[config.mk]
export PLATFORM = sky130hd
export DESIGN_NAME = ipt_xlate
export DESIGN_NICKNAME = d
export VERILOG_FILES = /design/src/rtl/ipt_pkg.sv /design/src/rtl/ipt_table.sv /design/src/rtl/ipt_cmp.sv /design/src/rtl/ipt_ctrl.sv /design/src/rtl/ipt_xlate.sv
export SDC_FILE = /design/constraint.sdc
export NUM_CORES = 1
export LEC_CHECK = 0
export CAP_MARGIN = 10
export CORE_MARGIN = 2
export CORE_UTILIZATION = 40
export CTS_CLUSTER_SIZE = 28
export DETAILED_ROUTE_END_ITERATION = 12
export GPL_TIMING_DRIVEN = 0
export PLACE_DENSITY = 0.58
export SKIP_LAST_GASP = 1
export SYNTH_ARGS = -nofsm -noshare
export SYNTH_HDL_FRONTEND = slang
export SYNTH_SLANG_ARGS = --single-unit
[constraint.sdc]
create_clock -name clk -period 5.87 [get_ports clk]
set_clock_uncertainty 0.05 [all_clocks]
set_input_delay 1.174 -clock clk [delete_from_list [all_inputs] [get_ports clk]]
set_output_delay 1.174 -clock clk [all_outputs]
set_load 0.01 [all_outputs]
[src/rtl/ipt_pkg.sv]
package ipt_pkg;
    typedef enum logic [1:0] {
        ST_IDLE = 2'd0,
        ST_SCAN = 2'd1,
        ST_WACK = 2'd2
    } ipt_state_e;
endpackage

[src/rtl/ipt_table.sv]
// Per-frame slot storage: valid flag plus resident virtual page number.
module ipt_table #(
    parameter int VPN_W   = 4,
    parameter int FRAMES  = 8,
    parameter int FRAME_W = 3
) (
    input  logic               clk,
    input  logic               rst_n,
    input  logic               we,
    input  logic [FRAME_W-1:0] wsel,
    input  logic               wpres,
    input  logic [VPN_W-1:0]   wvpn,
    input  logic [FRAME_W-1:0] rsel,
    output logic               rpres,
    output logic [VPN_W-1:0]   rvpn
);
    logic             pres_q [FRAMES];
    logic [VPN_W-1:0] vpn_q  [FRAMES];

    for (genvar g = 0; g < FRAMES; g++) begin : g_slot
        always_ff @(posedge clk) begin
            if (!rst_n) begin
                pres_q[g] <= 1'b0;
                vpn_q[g]  <= '0;
            end else if (we && (wsel == FRAME_W'(g))) begin
                pres_q[g] <= wpres;
                vpn_q[g]  <= wvpn;
            end
        end
    end

    assign rpres = pres_q[rsel];
    assign rvpn  = vpn_q[rsel];
endmodule

[src/rtl/ipt_cmp.sv]
// Slot comparator: an invalid slot never matches.
module ipt_cmp #(
    parameter int VPN_W = 4
) (
    input  logic             slot_pres,
    input  logic [VPN_W-1:0] slot_vpn,
    input  logic [VPN_W-1:0] key,
    output logic             match
);
    always_comb begin
        match = slot_pres && (slot_vpn == key);
    end
endmodule

[src/rtl/ipt_ctrl.sv]
// Search sequencer: walks slots from index 0, reports hit or fault,
// and applies held updates only while idle.
module ipt_ctrl
    import ipt_pkg::*;
#(
    parameter int VPN_W   = 4,
    parameter int OFF_W   = 3,
    parameter int FRAMES  = 8,
    parameter int FRAME_W = 3
) (
    input  logic                     clk,
    input  logic                     rst_n,
    input  logic                     lk_req,
    input  logic [VPN_W+OFF_W-1:0]   lk_vaddr,
    input  logic                     wr_req,
    input  logic                     match,
    output logic [FRAME_W-1:0]       rsel,
    output logic [VPN_W-1:0]         key,
    output logic                     tbl_we,
    output logic                     lk_ready,
    output logic                     xl_hit,
    output logic                     xl_fault,
    output logic [FRAME_W+OFF_W-1:0] paddr,
    output logic                     wr_ack
);
    localparam int VA_W = VPN_W + OFF_W;
    localparam logic [FRAME_W-1:0] LAST_IDX = FRAME_W'(FRAMES - 1);

    ipt_state_e         state_q, state_d;
    logic [FRAME_W-1:0] idx_q;
    logic [VPN_W-1:0]   key_q;
    logic [OFF_W-1:0]   off_q;
    logic               last_slot;

    assign last_slot = (idx_q == LAST_IDX);
    assign rsel      = idx_q;
    assign key       = key_q;
    assign lk_ready  = (state_q == ST_IDLE);
    assign tbl_we    = (state_q == ST_IDLE) && !lk_req && wr_req;

    // next-state decision
    always_comb begin
        state_d = state_q;
        unique case (state_q)
            ST_IDLE: begin
                if (lk_req)      state_d = ST_SCAN;
                else if (wr_req) state_d = ST_WACK;
            end
            ST_SCAN: begin
                if (match || last_slot) state_d = ST_IDLE;
            end
            ST_WACK: state_d = ST_IDLE;
            default: state_d = ST_IDLE;
        endcase
    end

    // state register
    always_ff @(posedge clk) begin
        if (!rst_n) state_q <= ST_IDLE;
        else        state_q <= state_d;
    end

    // outputs and search datapath
    always_ff @(posedge clk) begin
        if (!rst_n) begin
            idx_q    <= '0;
            key_q    <= '0;
            off_q    <= '0;
            xl_hit   <= 1'b0;
            xl_fault <= 1'b0;
            wr_ack   <= 1'b0;
            paddr    <= '0;
        end else begin
            xl_hit   <= 1'b0;
            xl_fault <= 1'b0;
            wr_ack   <= 1'b0;
            unique case (state_q)
                ST_IDLE: begin
                    if (lk_req) begin
                        key_q <= lk_vaddr[VA_W-1:OFF_W];
                        off_q <= lk_vaddr[OFF_W-1:0];
                        idx_q <= '0;
                    end else if (wr_req) begin
                        wr_ack <= 1'b1;
                    end
                end
                ST_SCAN: begin
                    if (match) begin
                        xl_hit <= 1'b1;
                        paddr  <= {idx_q, off_q};
                    end else if (last_slot) begin
                        xl_fault <= 1'b1;
                    end else begin
                        idx_q <= idx_q + 1'b1;
                    end
                end
                ST_WACK: ;
                default: ;
            endcase
        end
    end
endmodule

[src/rtl/ipt_xlate.sv]
module ipt_xlate #(
    parameter int VPN_W   = 4,
    parameter int OFF_W   = 3,
    parameter int FRAMES  = 8,
    localparam int FRAME_W = (FRAMES > 1) ? $clog2(FRAMES) : 1,
    localparam int VA_W    = VPN_W + OFF_W,
    localparam int PA_W    = FRAME_W + OFF_W
) (
    input  logic               clk,
    input  logic               rst_n,
    input  logic               lk_req,
    input  logic [VA_W-1:0]    lk_vaddr,
    output logic               lk_ready,
    output logic               xl_hit,
    output logic               xl_fault,
    output logic [PA_W-1:0]    paddr,
    input  logic               wr_req,
    input  logic [FRAME_W-1:0] wr_frame,
    input  logic               wr_present,
    input  logic [VPN_W-1:0]   wr_vpn,
    output logic               wr_ack
);
    logic [FRAME_W-1:0] rsel;
    logic               rpres;
    logic [VPN_W-1:0]   rvpn;
    logic [VPN_W-1:0]   key;
    logic               match;
    logic               tbl_we;

    ipt_table #(.VPN_W(VPN_W), .FRAMES(FRAMES), .FRAME_W(FRAME_W)) u_table (
        .clk   (clk),
        .rst_n (rst_n),
        .we    (tbl_we),
        .wsel  (wr_frame),
        .wpres (wr_present),
        .wvpn  (wr_vpn),
        .rsel  (rsel),
        .rpres (rpres),
        .rvpn  (rvpn)
    );

    ipt_cmp #(.VPN_W(VPN_W)) u_cmp (
        .slot_pres (rpres),
        .slot_vpn  (rvpn),
        .key       (key),
        .match     (match)
    );

    ipt_ctrl #(.VPN_W(VPN_W), .OFF_W(OFF_W), .FRAMES(FRAMES), .FRAME_W(FRAME_W)) u_ctrl (
        .clk      (clk),
        .rst_n    (rst_n),
        .lk_req   (lk_req),
        .lk_vaddr (lk_vaddr),
        .wr_req   (wr_req),
        .match    (match),
        .rsel     (rsel),
        .key      (key),
        .tbl_we   (tbl_we),
        .lk_ready (lk_ready),
        .xl_hit   (xl_hit),
        .xl_fault (xl_fault),
        .paddr    (paddr),
        .wr_ack   (wr_ack)
    );
endmodule

==> flow_summary.toml <==
[routing]
dr.max_layer_used = "met4"
first_pass_iters = 4
wl_met1_microns = 2911
drt-total-wl_microns = 5894
dr_wl_met3_microns = 229
routedWlPerCell_microns = 15.72
drtAntennaViolNets = 0
drc = 0
vias = 1815
dr_wl_met2_microns = 2663
routed_via_density = 4.840
drt_iter0_markers = 125

[final_layout]
nets = 295
final_cells = 375
diodes = 0
mostFrequentLayoutCell = "and2_1"
drive_above_1_share = 0.1004
final_cell_mix = "and2_1, edfxtp_1, nand2_1, clkdlybuf4s50_1, dfxtp_1"
post-route-util = 0.4995
area_growth_pct = 20.45

[timing]
tns_ps = 0
fin_hold_ws_ps = 404.0
fin_crit_sh = 0.6475
relSlewSlack = 0.2795
setup_ws_ps = 2069
hold_violations = 0
finalCriticalPeriod_ps = 3801
rsz0062_at_grt = "no"
tightestPinTransition_ps = 1066
maxSlewViolCount = 0
setup_viol = 0
fmax_mhz = 263.1

[grt]
grt_max_degree = 11
grt_usage = 0.1703
antenna_found_initial = 0
grt_pass1_wl_microns = 9363
grt_pass1_vias = 1751
grt.overflow.total = 0

[synth]
ys_seq_area_frac = 0.5901
syn_inst = 236
yosys_warnings = 0
yosysTopAreaCell = "edfxtp_1"
yosys.area.top_type_share = 0.4134
syn_nets = 257
syn_area_per_cell_sq_um = 12.00
syn_area_sq_um = 2833
yosys-top-cells-area = "edfxtp_1, dfxtp_1, and2_1, mux2i_1, mux4_2"
synth_seq_cells = 64
synth_cell_type_count = 29

[placement]
place.gp.congestion = 0.7663
io_buffers = 27
dp_hpwl_microns = 4127
post-place-ws_ps = 1686
dpl.cell_count = 359

[cts]
cts-root-buf = "clkbuf_8"
cts.sinks = 64
cts_resized = 0
cts_tree = "yes"
htreeDepth = 3
postCtsHoldBufs = 0
clk_latency_ps = 340
cts_buffer_depth = 2
clk_pin_slew_ps = 70
cts_setup_buffers = 0
cts_made_buffers = 9

[setup_path]
startpoint_type = "input pin"
cp-end-kind = "flop"
cp_max_fo = 6
worstPathArrival_ps = 3710
cp.required_ps = 5780
crit_type = "input pin to flop"

[floorplan]
dieHeight_microns = 88.16
die_area_sq_um = 7771
start_util = 0.4147
ios = 29
rows = 30
die_w_microns = 88.16
fp.coreArea_sq_um = 6832

[power]
cellPowerDensity_nw_per_um2 = 282.4
irDropWorstVdd_uv = 180.2
leakage_nw = 1.201

[flow_run]
cap_violations = 0

[worst_hold_path]
worstHoldPathType = "flop to flop"

[outcome]
status = "finished, final reports clean"
[stage by stage]
stage / power (mW) / cell area (sq um)
floorplan: 0.5656 / 2833
global placement: 0.6039 / 3223
detailed placement: 0.6042 / 3223
CTS: 0.9694 / 3412
global route: 1.003 / 3412
finish: 0.9635 / 3412
[worst max-delay path, cell delays in order]
cell and delay [ps]:
clkdlybuf4s50_1 440, nor4b_1 880, or3b_2 550, o21ai_0 670
[metal layers]
metal  up-vias  global-route usage
li1        910                   -
met1       861              0.2454
met2        37              0.2486
met3         7             0.04524
met4         0             0.06198
met5         -                   0
[state kept, by name, indices dropped and copies added (netlist names), named ones only]
signal	cells
u_table.pres_q	8
u_ctrl.paddr	6
u_ctrl.xl_hit	1
u_ctrl.off_q	3
u_ctrl.xl_fault	1
u_ctrl.state_q	2
u_ctrl.key	4
u_table.vpn_q	32
u_ctrl.wr_ack	1
u_ctrl.rsel	3
[synth_stat cells]
master	instances
and2_1	44
edfxtp_1	39
nand2_1	32
dfxtp_1	25
mux2i_1	18
o21ai_0	12
nor2_1	11
a21oi_1	8
mux4_2	7
clkbuf_1	5
inv_1	4
o2bb2ai_1	4
xor2_1	4
nor2b_1	3
a31oi_1	2
buf_6	2
ha_1	2
nand3_1	2
nand3b_1	2
buf_2	1
mux2_2	1
nand3_2	1
nor2_2	1
nor3_1	1
nor4b_1	1
o22ai_1	1
or3_1	1
or3_4	1
or3b_2	1
[cell families (layout without fill, tap and decap cells)]
group,Yosys count,count (layout),share of synthesized area
compound gates,27,27,0.05433
xor+xnor,4,4,0.01237
fa+ha+maj,2,2,0.008833
buf+inv,12,55,0.02164
flops,64,64,0.5901
mux,26,26,0.1232
simple gates,101,101,0.1895
[cell type report]
cell class / instances / area (sq um)
Clock inverter: 4 / 43.79
Inverter: 4 / 15.01
Buffer: 8 / 46.29
Clock buffer: 12 / 145.1
Multi-Input combinational cell: 160 / 1100
Sequential cell: 64 / 1672
Fill cell: 633 / 3420
Tap cell: 96 / 120.1
Timing Repair Buffer: 27 / 270.3
[where the power goes]
group          switching (mW)  internal, mW
sequential            0.00686         0.494
clock                   0.165         0.205
combinational          0.0524        0.0403
[path summary, 6_finish.rpt]
check	start	end	cells past startpoint	slack (ps)
worst max-delay path	lk_req	u_table.vpn_q[0][3]	4	2070
worst min register to register	u_ctrl.off_q[0]	u_ctrl.paddr[0]	2	400
worst min-delay path	u_ctrl.off_q[0]	u_ctrl.paddr[0]	2	400
worst max register to register	u_ctrl.state_q[1]	u_table.vpn_q[0][3]	3	2990
No activity file was read; power rests on OpenSTA's default activity.
